==> src/rtl/tt_pkg.sv <==
package tt_pkg;
  typedef enum logic [2:0] {
    TM_RESET  = 3'd0,
    TM_ENABLE = 3'd1,
    TM_UPDATE = 3'd2,
    TM_CMPHIT = 3'd3,
    TM_REF1   = 3'd4,
    TM_REF2   = 3'd5,
    TM_REF3   = 3'd6,
    TM_REF4   = 3'd7
  } trig_mode_e;

  localparam int unsigned ADDR_W = 3;
  localparam int unsigned REF_N  = 4;

  localparam logic [ADDR_W-1:0] A_CTRL    = 3'd0;
  localparam logic [ADDR_W-1:0] A_PSC     = 3'd1;
  localparam logic [ADDR_W-1:0] A_RELOAD  = 3'd2;
  localparam logic [ADDR_W-1:0] A_CMP     = 3'd3;
  localparam logic [ADDR_W-1:0] A_COUNT   = 3'd4;
  localparam logic [ADDR_W-1:0] A_ACT_ARR = 3'd5;
  localparam logic [ADDR_W-1:0] A_ACT_PSC = 3'd6;

  localparam int unsigned CB_RUN  = 0;
  localparam int unsigned CB_PRE  = 1;
  localparam int unsigned CB_MODE = 2;
  localparam int unsigned CB_UG   = 7;
  localparam int unsigned CTRL_W  = 8;

  function automatic int unsigned max3(int unsigned a, int unsigned b, int unsigned c);
    int unsigned m;
    m = (a > b) ? a : b;
    return (m > c) ? m : c;
  endfunction
endpackage

==> src/rtl/tt_regs.sv <==
module tt_regs
  import tt_pkg::*;
#(
  parameter int unsigned CNT_W  = 16,
  parameter int unsigned PSC_W  = 16,
  parameter int unsigned DATA_W = 16
) (
  input  logic              clk,
  input  logic              rst_n,
  input  logic              wr_en,
  input  logic [ADDR_W-1:0] wr_addr,
  input  logic [DATA_W-1:0] wr_data,
  input  logic              uev,
  output logic              run,
  output logic              preload,
  output trig_mode_e        mode,
  output logic              ug,
  output logic [PSC_W-1:0]  psc_reg,
  output logic [PSC_W-1:0]  psc_act,
  output logic [CNT_W-1:0]  arr_shadow,
  output logic [CNT_W-1:0]  arr_act,
  output logic [CNT_W-1:0]  cmp_val
);
  logic wr_ctrl, wr_psc, wr_arr, wr_cmp;

  assign wr_ctrl = wr_en && (wr_addr == A_CTRL);
  assign wr_psc  = wr_en && (wr_addr == A_PSC);
  assign wr_arr  = wr_en && (wr_addr == A_RELOAD);
  assign wr_cmp  = wr_en && (wr_addr == A_CMP);
  assign ug      = wr_ctrl && wr_data[CB_UG];

  always_ff @(posedge clk) begin
    if (!rst_n) begin
      run        <= 1'b0;
      preload    <= 1'b0;
      mode       <= TM_RESET;
      psc_reg    <= '0;
      psc_act    <= '0;
      arr_shadow <= '0;
      arr_act    <= '0;
      cmp_val    <= '0;
    end else begin
      if (wr_ctrl) begin
        run     <= wr_data[CB_RUN];
        preload <= wr_data[CB_PRE];
        mode    <= trig_mode_e'(wr_data[CB_MODE +: 3]);
      end
      if (wr_psc) psc_reg <= wr_data[PSC_W-1:0];
      if (wr_cmp) cmp_val <= wr_data[CNT_W-1:0];
      if (uev) begin
        psc_act <= psc_reg;
        arr_act <= arr_shadow;
      end
      if (wr_arr) begin
        arr_shadow <= wr_data[CNT_W-1:0];
        if (!preload) arr_act <= wr_data[CNT_W-1:0];
      end
    end
  end
endmodule

==> src/rtl/tt_base.sv <==
module tt_base #(
  parameter int unsigned CNT_W = 16,
  parameter int unsigned PSC_W = 16
) (
  input  logic             clk,
  input  logic             rst_n,
  input  logic             run,
  input  logic             ug,
  input  logic [PSC_W-1:0] psc_act,
  input  logic [CNT_W-1:0] arr_act,
  input  logic [CNT_W-1:0] cmp_val,
  output logic [CNT_W-1:0] cnt,
  output logic [PSC_W-1:0] psc_cnt,
  output logic             ovf,
  output logic             cmp_hit
);
  logic             tick;
  logic [CNT_W-1:0] cnt_nxt;
  logic [PSC_W-1:0] psc_nxt;

  assign tick = run && (psc_cnt == psc_act);
  assign ovf  = tick && (cnt == arr_act);

  always_comb begin
    if (ug || ovf)     cnt_nxt = '0;
    else if (tick)     cnt_nxt = cnt + CNT_W'(1);
    else               cnt_nxt = cnt;
    if (ug || tick)    psc_nxt = '0;
    else if (run)      psc_nxt = psc_cnt + PSC_W'(1);
    else               psc_nxt = psc_cnt;
  end

  assign cmp_hit = (ug || tick) && (cnt_nxt == cmp_val);

  always_ff @(posedge clk) begin
    if (!rst_n) begin
      cnt     <= '0;
      psc_cnt <= '0;
    end else begin
      cnt     <= cnt_nxt;
      psc_cnt <= psc_nxt;
    end
  end
endmodule

==> src/rtl/tt_trig_sel.sv <==
module tt_trig_sel
  import tt_pkg::*;
(
  input  logic             clk,
  input  logic             rst_n,
  input  trig_mode_e       mode,
  input  logic             ug,
  input  logic             uev,
  input  logic             run,
  input  logic             cmp_hit,
  input  logic [REF_N-1:0] cmp_ref,
  output logic             trig_out
);
  logic sel;

  always_comb begin
    case (mode)
      TM_RESET:  sel = ug;
      TM_ENABLE: sel = run;
      TM_UPDATE: sel = uev;
      TM_CMPHIT: sel = cmp_hit;
      default:   sel = cmp_ref[mode[1:0]];
    endcase
  end

  always_ff @(posedge clk) begin
    if (!rst_n) trig_out <= 1'b0;
    else        trig_out <= sel;
  end
endmodule

==> src/rtl/trig_timer.sv <==
module trig_timer
  import tt_pkg::*;
#(
  parameter int unsigned CNT_W = 16,
  parameter int unsigned PSC_W = 16,
  localparam int unsigned DATA_W = max3(CNT_W, PSC_W, CTRL_W)
) (
  input  logic              clk,
  input  logic              rst_n,
  input  logic              wr_en,
  input  logic [ADDR_W-1:0] wr_addr,
  input  logic [DATA_W-1:0] wr_data,
  input  logic [ADDR_W-1:0] rd_addr,
  output logic [DATA_W-1:0] rd_data,
  input  logic [REF_N-1:0]  cmp_ref,
  output logic              trig_out
);
  logic             run, preload, ug, uev, ovf, cmp_hit;
  trig_mode_e       mode;
  logic [PSC_W-1:0] psc_reg, psc_act, psc_cnt;
  logic [CNT_W-1:0] arr_shadow, arr_act, cmp_val, cnt;

  assign uev = ovf || ug;

  tt_regs #(.CNT_W(CNT_W), .PSC_W(PSC_W), .DATA_W(DATA_W)) u_regs (
    .clk(clk), .rst_n(rst_n), .wr_en(wr_en), .wr_addr(wr_addr), .wr_data(wr_data),
    .uev(uev), .run(run), .preload(preload), .mode(mode), .ug(ug),
    .psc_reg(psc_reg), .psc_act(psc_act), .arr_shadow(arr_shadow),
    .arr_act(arr_act), .cmp_val(cmp_val)
  );

  tt_base #(.CNT_W(CNT_W), .PSC_W(PSC_W)) u_base (
    .clk(clk), .rst_n(rst_n), .run(run), .ug(ug), .psc_act(psc_act),
    .arr_act(arr_act), .cmp_val(cmp_val), .cnt(cnt), .psc_cnt(psc_cnt),
    .ovf(ovf), .cmp_hit(cmp_hit)
  );

  tt_trig_sel u_sel (
    .clk(clk), .rst_n(rst_n), .mode(mode), .ug(ug), .uev(uev), .run(run),
    .cmp_hit(cmp_hit), .cmp_ref(cmp_ref), .trig_out(trig_out)
  );

  always_comb begin
    rd_data = '0;
    case (rd_addr)
      A_CTRL: begin
        rd_data[CB_RUN]       = run;
        rd_data[CB_PRE]       = preload;
        rd_data[CB_MODE +: 3] = mode;
      end
      A_PSC:     rd_data[PSC_W-1:0] = psc_reg;
      A_RELOAD:  rd_data[CNT_W-1:0] = arr_shadow;
      A_CMP:     rd_data[CNT_W-1:0] = cmp_val;
      A_COUNT:   rd_data[CNT_W-1:0] = cnt;
      A_ACT_ARR: rd_data[CNT_W-1:0] = arr_act;
      A_ACT_PSC: rd_data[PSC_W-1:0] = psc_act;
      default:   rd_data = '0;
    endcase
  end
endmodule

==> config.mk <==
export PLATFORM = sky130hd
export DESIGN_NAME = trig_timer
export DESIGN_NICKNAME = d
export VERILOG_FILES = /design/src/rtl/tt_pkg.sv /design/src/rtl/tt_regs.sv /design/src/rtl/tt_base.sv /design/src/rtl/tt_trig_sel.sv /design/src/rtl/trig_timer.sv
export SDC_FILE = /design/constraint.sdc
export NUM_CORES = 1
export LEC_CHECK = 0
export BUFFER_PORTS_ARGS = -buffer_cell sky130_fd_sc_hd__buf_2
export CAP_MARGIN = 20
export CORE_MARGIN = 2
export CORE_UTILIZATION = 60
export CTS_BUF_LIST = sky130_fd_sc_hd__clkbuf_2
export DETAILED_ROUTE_END_ITERATION = 10
export PLACE_DENSITY_LB_ADDON = 0.12
export SYNTH_ARGS = -nofsm -noshare
export SYNTH_HDL_FRONTEND = slang
export SYNTH_SLANG_ARGS = --single-unit
==> constraint.sdc <==
create_clock -name clk -period 8.3 [get_ports clk]
set_input_delay 1.245 -clock clk [delete_from_list [all_inputs] [get_ports clk]]
set_output_delay 1.245 -clock clk [all_outputs]
set_load 0.02 [all_outputs]
==> summary.md, run 1 <==
| Metric | Value |
|---|---|
| Sw Share | 27.6% |
| Die X | 108 microns |
| WHS | 0.495 ns |
| Drt wl/cell | 19.6 microns |
| Commonest cells post-synth | 140 x nand2_1, 118 x dfxtp_1, 51 x mux2i_1, 48 x a21boi_0, 47 x nor2_1 |
| # setup viols final | 0 |
| Area leader, netlist | dfxtp_1 |
| Cell Pwr Density | 150 nW/um^2 |
| Gr usage total | 31.9% |
| Vias per Instance | 6.15 |
| Largest family of logic cells by synthesized area | simple AND/OR/NAND/NOR gates |
| R2R Setup Slk | 5.24 ns |
| Post-synthesis xor/xnor area fraction | 8.43% |
| Crit path buffers/inverters | 2 |
| Synth Register Bits | 118 |
| Root buffer cell | clkbuf_2 |
| Total power | 1.04 mW |
| Fmax | 223 MHz |
| Synth Area per Inst | 8.71 sq um |
| Critical path type | input port to primary output |
| Worst setup EP type | primary output |
| RSZ-0062 raised after global routing | no |
| Critical path launch point type | input port |
| Sequential fraction of the synthesis area | 36.7% |
| Worst min-delay path class | flop to flop |
| Required time worst endpoint | 7.05 ns |
| IO Pins | 46 |
| Cells taking the most area after synthesis | dfxtp_1 37%, nand2_1 8.2%, mux2i_1 7.9% |
| Cell with the most instances after synthesis | nand2_1 |
| Clock group share of total power | 33.0% |
| CTS Buf Count | 17 |
| Reg2reg path depth | 9 |
| Int Pwr | 0.749 mW |
| Die area | 11600 sq um |
| Critical Path Slowest Stage Cell | nor2b_1 |
| Via count | 5604 |
| Simple-gate portion of the synthesized area | 22.7% |
| Compound-Gate Fraction of Synth Area | 16.1% |
| Clock latency on the worst-skew pair | 0.69 ns |
| 1st-iter DRT viols | 478 |
| CP Depth | 6 |
| Synth Instances | 739 |
| Crit share post-route | 54.0% |
| Row count | 37 |
| Combinational Power Share | 10.2% |
| First-pass DRT Iterations | 8 |
| Worst-path maximum fanout | 33 |
| Asr flop ratio synth | 0% |
| Status | finished, final reports clean |
| Post-synthesis adder-cell area fraction | 0.389% |
| Area delta synth->final | 7.07% |
| Cell mode on critical path | buf_2 |
| Detailed Route WL | 17.8 mm |
| CP delay by family, top | simple AND/OR/NAND/NOR gates |
| Residual DRC | 0 |
| Post-CTS Setup Bufs | 0 |
| Number of global-route vias before repair | 5223 |
| Ys flop type | dfxtp_1 |
| EDFF count, synth | 0 |
| Maximum VDD drop | 0.120 mV |
| Min-delay src | u_regs.arr_shadow[9] |
| Starting Density | 62.1% |
| Largest net degree at the start of global routing | 91 |
| Syn Nets | 770 |
| CTS tree | yes |
| H-tree level count | 4 |
| Synth cell types | 60 |
| Hold Crit Depth | 2 |
| Crit path cell chain | buf_2 > nor2b_1 > a22oi_1 > a21oi_1 > a311o_1 > buf_2 |
| Yosys top cell area share | 36.7% |
| Worst-Margin Slew | 0.847 ns |
| Initial antenna violation count | 0 |
| Max incr delay on CP | 0.76 ns |
| Remaining antenna violation count | 0 |
| Netlist Area Pre-Place | 6440 sq um |
| Worst slack, placed | 3.87 ns |
| Mux share of post-synthesis cell area | 12.7% |
| GPL Wtd Cong | 0.919 |
| Slew Limit Fails | 0 |
| Ant. Diodes | 0 |
| Final WS setup | 3.82 ns |
| FF-to-FF End | u_sel.trig_out |
| # clock sinks | 118 |
| Layout Nets | 793 |
| Area of the core | 10400 sq um |
| Cts hold-fix bufs | 0 |
| Minimum clock period | 4.48 ns |
| Dpl hpwl | 13.0 mm |
| Global-route wire length before repair | 27.8 mm |
| CTS max path bufs | 2 |
| Buffers on Ports | 45 |
| Worst EP arrival | 3.24 ns |
| Layout Skew | 0.0264 ns |
| Share of cells above drive strength 1 | 14.5% |
| Grt ovf | 0 |
| Max Cap Violations | 0 |
| LEAKAGE | 2.81 nW |
| Die Y | 108 microns |
| Hold Path Sink | u_regs.arr_shadow[9] |
| Register clock-pin slew on the reported worst setup and hold paths | 0.16 ns |
| Flop pwr share | 56.8% |
| Worst r2r src | u_base.cnt[2] |
| Sw Pwr | 0.286 mW |
| Yosys warns | 0 |
| Final hold violations | 0 |
| Setup TNS | 0 ns |
| CTS resizes | 0 |
| Slew HR | 43.4% |
-- tightest hold or removal path, stage by stage (launching register included) --
cell and delay [ns]:
dfxtp_1 0.35, nand2_1 0.05, a21boi_0 0.06
-- kinds of logic after synthesis --
kind of cell | count (synthesis)
mux | 72
fa+ha+maj | 2
buf+inv | 49
flops | 118
xor+xnor | 62
simple gates | 298
compound gates | 138
-- worst max-delay path by stage --
| stage | from | slack [ns] | end |
|---|---|---|---|
| 3_3_place_gp | rd_addr[0] | 3.88 | rd_data[11] |
| 5_1_grt | rd_addr[0] | 3.71 | rd_data[11] |
| 6_report | rd_addr[0] | 3.82 | rd_data[11] |
| 4_1_cts | rd_addr[0] | 3.87 | rd_data[11] |
| 3_5_place_dp | rd_addr[0] | 3.87 | rd_data[11] |
| 2_1_floorplan | rd_addr[2] | 4.19 | rd_data[12] |
-- cells in the final DEF (no fill, tap or decap), types with 2 or more instances in the layout --
master,Yosys,final
nand2_1,140,140
dfxtp_1,118,118
mux2i_1,51,51
a21boi_0,48,48
nor2_1,47,47
xor2_1,46,46
buf_2,4,45
nor2b_1,29,29
a21oi_1,26,26
clkbuf_2,1,19
xnor2_1,16,16
o211a_1,16,16
mux2_2,15,15
nand4_1,15,15
nand3_1,14,14
o21ai_0,11,11
nor3_1,10,10
a221oi_1,9,9
and3_1,8,8
nor4_1,7,7
mux4_2,6,6
a22oi_1,6,6
clkinv_1,0,6
buf_4,0,5
nor4_2,4,4
or3_1,4,4
inv_1,3,3
and4_1,3,3
and2_1,3,3
o22a_1,3,3
clkinv_2,0,3
a22o_1,2,2
and3b_1,2,2
o21a_1,2,2
nand3b_1,2,2
nand2b_1,2,2
ha_1,2,2
bufinv_16,0,2
-- through the flow --
step / area, sq um / instances / util (%)
5_1_grt: 6890 / 911 / 66.5
4_1_cts: 6890 / 910 / 66.4
6_report: 6890 / 911 / 66.5
2_1_floorplan: 6440 / 739 / -
3_3_place_gp: 6680 / 878 / 64.4
3_5_place_dp: 6680 / 878 / 64.4
-- power groups by stage --
| stage | clock (mW) | sequential [mW] | combinational (mW) |
|---|---|---|---|
| global placement | 0 | 0.599 | 0.101 |
| floorplan | 0 | 0.594 | 0.0740 |
| detailed placement | 0 | 0.600 | 0.103 |
| CTS | 0.349 | 0.587 | 0.103 |
| global route | 0.376 | 0.589 | 0.114 |
| finish | 0.342 | 0.588 | 0.105 |
-- cell type report --
class	instances	area, sq um
Clock buffer	19	95.1
Multi-Input combinational cell	572	3880
Clock inverter	13	114
Inverter	3	11.3
Fill cell	957	3480
Sequential cell	118	2360
Timing Repair Buffer	50	263
Tap cell	136	170
-- routing by layer --
metal | GRT usage [%] | wire [microns]
met4 | 10.3 | 366
met5 | 0 | 0
met3 | 9.26 | 1830
met1 | 44.2 | 7710
met2 | 47.8 | 7940
Power figures use the tool's default switching activity.
==> run 2: changes to the inputs <==
Clock period 8.3 ns to 4.35 ns, I/O delays scaled along.
==> summary.md, run 2 (synthesis results as in run 1) <==
| Metric | Value |
|---|---|
| Clock latency on the worst-skew pair | 0.74 ns (+0.05 ns) |
| Post-CTS Setup Bufs | 0 (unchanged) |
| Required time worst endpoint | 3.70 ns (-3.35 ns) |
| CTS max path bufs | 2 (unchanged) |
| Layout Nets | 797 (+0.50%) |
| Setup TNS | 0 ns (unchanged) |
| Remaining antenna violation count | 0 (unchanged) |
| Cell Pwr Density | 298 nW/um^2 (+99%) |
| Worst r2r src | u_base.psc_cnt[0] |
| Slew HR | 27.8% (-16 points) |
| Final hold violations | 0 (unchanged) |
| Critical path type | input port to primary output |
| Global-route wire length before repair | 29.1 mm (+4.7%) |
| Maximum VDD drop | 0.286 mV (+140%) |
| Sw Share | 28.4% (+0.71 points) |
| Row count | 37 (unchanged) |
| Via count | 5667 (+1.1%) |
| Die Y | 108 microns (unchanged) |
| Int Pwr | 1.49 mW (+99%) |
| Grt ovf | 0 (unchanged) |
| Register clock-pin slew on the reported worst setup and hold paths | 0.18 ns (+0.02 ns) |
| Clock group share of total power | 35.9% (+2.9 points) |
| Buffers on Ports | 45 (unchanged) |
| GPL Wtd Cong | 0.980 (+6.7%) |
| Status | finished, final reports clean |
| Placed cell areas | 6710 sq um (+0.45%) |
| Minimum clock period | 3.11 ns |
| Area of the core | 10400 sq um (unchanged) |
| First-pass DRT Iterations | 5 (-3) |
| Dpl hpwl | 13.5 mm (+4.3%) |
| Fillers | 900 (-6.0%) |
| FF-to-FF End | u_sel.trig_out |
| Initial antenna violation count | 0 (unchanged) |
| # setup viols final | 0 (unchanged) |
| Flop pwr share | 54.0% (-2.8 points) |
| RSZ-0062 raised after global routing | no |
| Max Cap Violations | 0 (unchanged) |
| Sw Pwr | 0.589 mW (+110%) |
| Share of cells above drive strength 1 | 15.3% (+0.86 points) |
| Fmax | 321 MHz |
| Layout Skew | 0.0310 ns (+0.00462 ns) |
| R2R Setup Slk | 1.28 ns (-3.96 ns) |
| CP Capture Point | rd_data[6] |
| Die area | 11600 sq um (unchanged) |
| Area delta synth->final | 8.10% |
| H-tree level count | 4 (unchanged) |
| Cts hold-fix bufs | 0 (unchanged) |
| Crit share post-route | 71.5% |
| Worst min-delay path class | input port to flop |
| Commonest non-fill, non-tap cell in the layout | nand2_1 |
| Worst-Margin Slew | 1.08 ns (+0.233 ns) |
| Die X | 108 microns (unchanged) |
| Number of global-route vias before repair | 5362 (+2.7%) |
| Ant. Diodes | 0 (unchanged) |
| # clock sinks | 118 (unchanged) |
| Critical path launch point type | input port |
| Critical path launch point | rd_addr[2] |
| LEAKAGE | 2.83 nW (+0.82%) |
| Detailed Route WL | 18.7 mm (+4.8%) |
| CTS tree | yes |
| Drt wl/cell | 20.5 microns (+4.6%) |
| Worst EP arrival | 2.46 ns (-0.78 ns) |
| Root buffer cell | clkbuf_2 |
| Post-route cell area | 6960 sq um (+0.96%) |
| Most frequent cells in the layout | 140 x nand2_1, 118 x dfxtp_1, 51 x mux2i_1 |
| CTS resizes | 0 (unchanged) |
| Largest net degree at the start of global routing | 47 (-48%) |
| Residual DRC | 0 (unchanged) |
| Reg2reg path depth | 9 (unchanged) |
| CTS Buf Count | 17 (unchanged) |
| IO Pins | 46 (unchanged) |
| Worst-path maximum fanout | 30 (-9.1%) |
| Vias per Instance | 6.21 (+0.90%) |
| Worst setup EP type | primary output |
| Combinational Power Share | 10.0% (-0.2 points) |
| Starting Density | 62.1% (unchanged) |
| Gr usage total | 33.8% (+1.9 points) |
| 1st-iter DRT viols | 684 (+43%) |
| Slew Limit Fails | 0 (unchanged) |
-- run 2: cell count changes in the layout (fill, tap and decap cells not counted) --
cell | previous run | this run
buf_4 | 5 | 9
clkinvlp_4 | 1 | 4
clkinv_4 | 1 | 3
clkinv_1 | 6 | 1
bufinv_16 | 2 | 3
clkinv_2 | 3 | 2
clkbuf_2 | 19 | 17
-- run 2: metrics by stage --
step           power, mW  hold WS [ns]  utilization (%)  std cells  worst slack, ns
6_report            2.08         0.178             67.1        913             1.24
4_1_cts             2.08         0.144             67.0        912             1.28
5_1_grt             2.15         0.129             67.1        913             1.10
2_1_floorplan       1.27         0.452                -        739             1.43
3_3_place_gp        1.34         0.468             64.7        882             1.30
3_5_place_dp        1.35         0.482             64.7        882             1.30
-- run 2: metal layers --
layer / global-route usage [%] / vias to the layer above / share of wire (%) / wire [microns]
met1: 47.5 / 2680 / 44 / 8150
met3: 10.5 / 38 / 11 / 2000
met5: 0 / - / 0 / 0
met2: 48.5 / 295 / 43 / 8100
met4: 12.5 / 0 / 2.4 / 452
li1: - / 2654 / - / -
-- run 2: layout make-up --
type / count / area (sq um) / area share, %
clock buffer: 17 / 85.1 / 1.22
clock inverter: 13 / 160 / 2.30
inverter: 3 / 11.3 / 0.162
multi-input combinational: 572 / 3880 / 55.7
sequential: 118 / 2360 / 33.9
tap: 136 / 170 / 2.44
timing repair buffer: 54 / 293 / 4.21
-- run 2: worst min path at each step --
stage,cells after the start,to,slack [ns],start
global placement,2,u_regs.arr_shadow[6],0.47,u_regs.arr_shadow[6]
finish,3,u_regs.cmp_val[14],0.18,wr_data[14]
floorplan,2,u_regs.arr_shadow[11],0.45,u_regs.arr_shadow[11]
global route,3,u_regs.psc_reg[8],0.13,wr_data[8]
detailed placement,2,u_regs.arr_shadow[9],0.48,u_regs.arr_shadow[9]
CTS,3,u_regs.psc_reg[14],0.14,wr_data[14]
-- run 2: power by group through the flow --
stage / sequential [mW] / clock, mW / combinational [mW]
5_1_grt: 1.12 / 0.798 / 0.223
3_3_place_gp: 1.14 / 0 / 0.201
6_report: 1.12 / 0.747 / 0.209
4_1_cts: 1.12 / 0.750 / 0.205
2_1_floorplan: 1.13 / 0 / 0.141
3_5_place_dp: 1.14 / 0 / 0.204
-- run 2: worst max-delay path, cell delays in order --
cell and delay, ns:
buf_2 0.09, buf_4 0.37, nor2b_1 0.67, a221oi_1 0.22, a21oi_1 0.23, buf_2 0.22
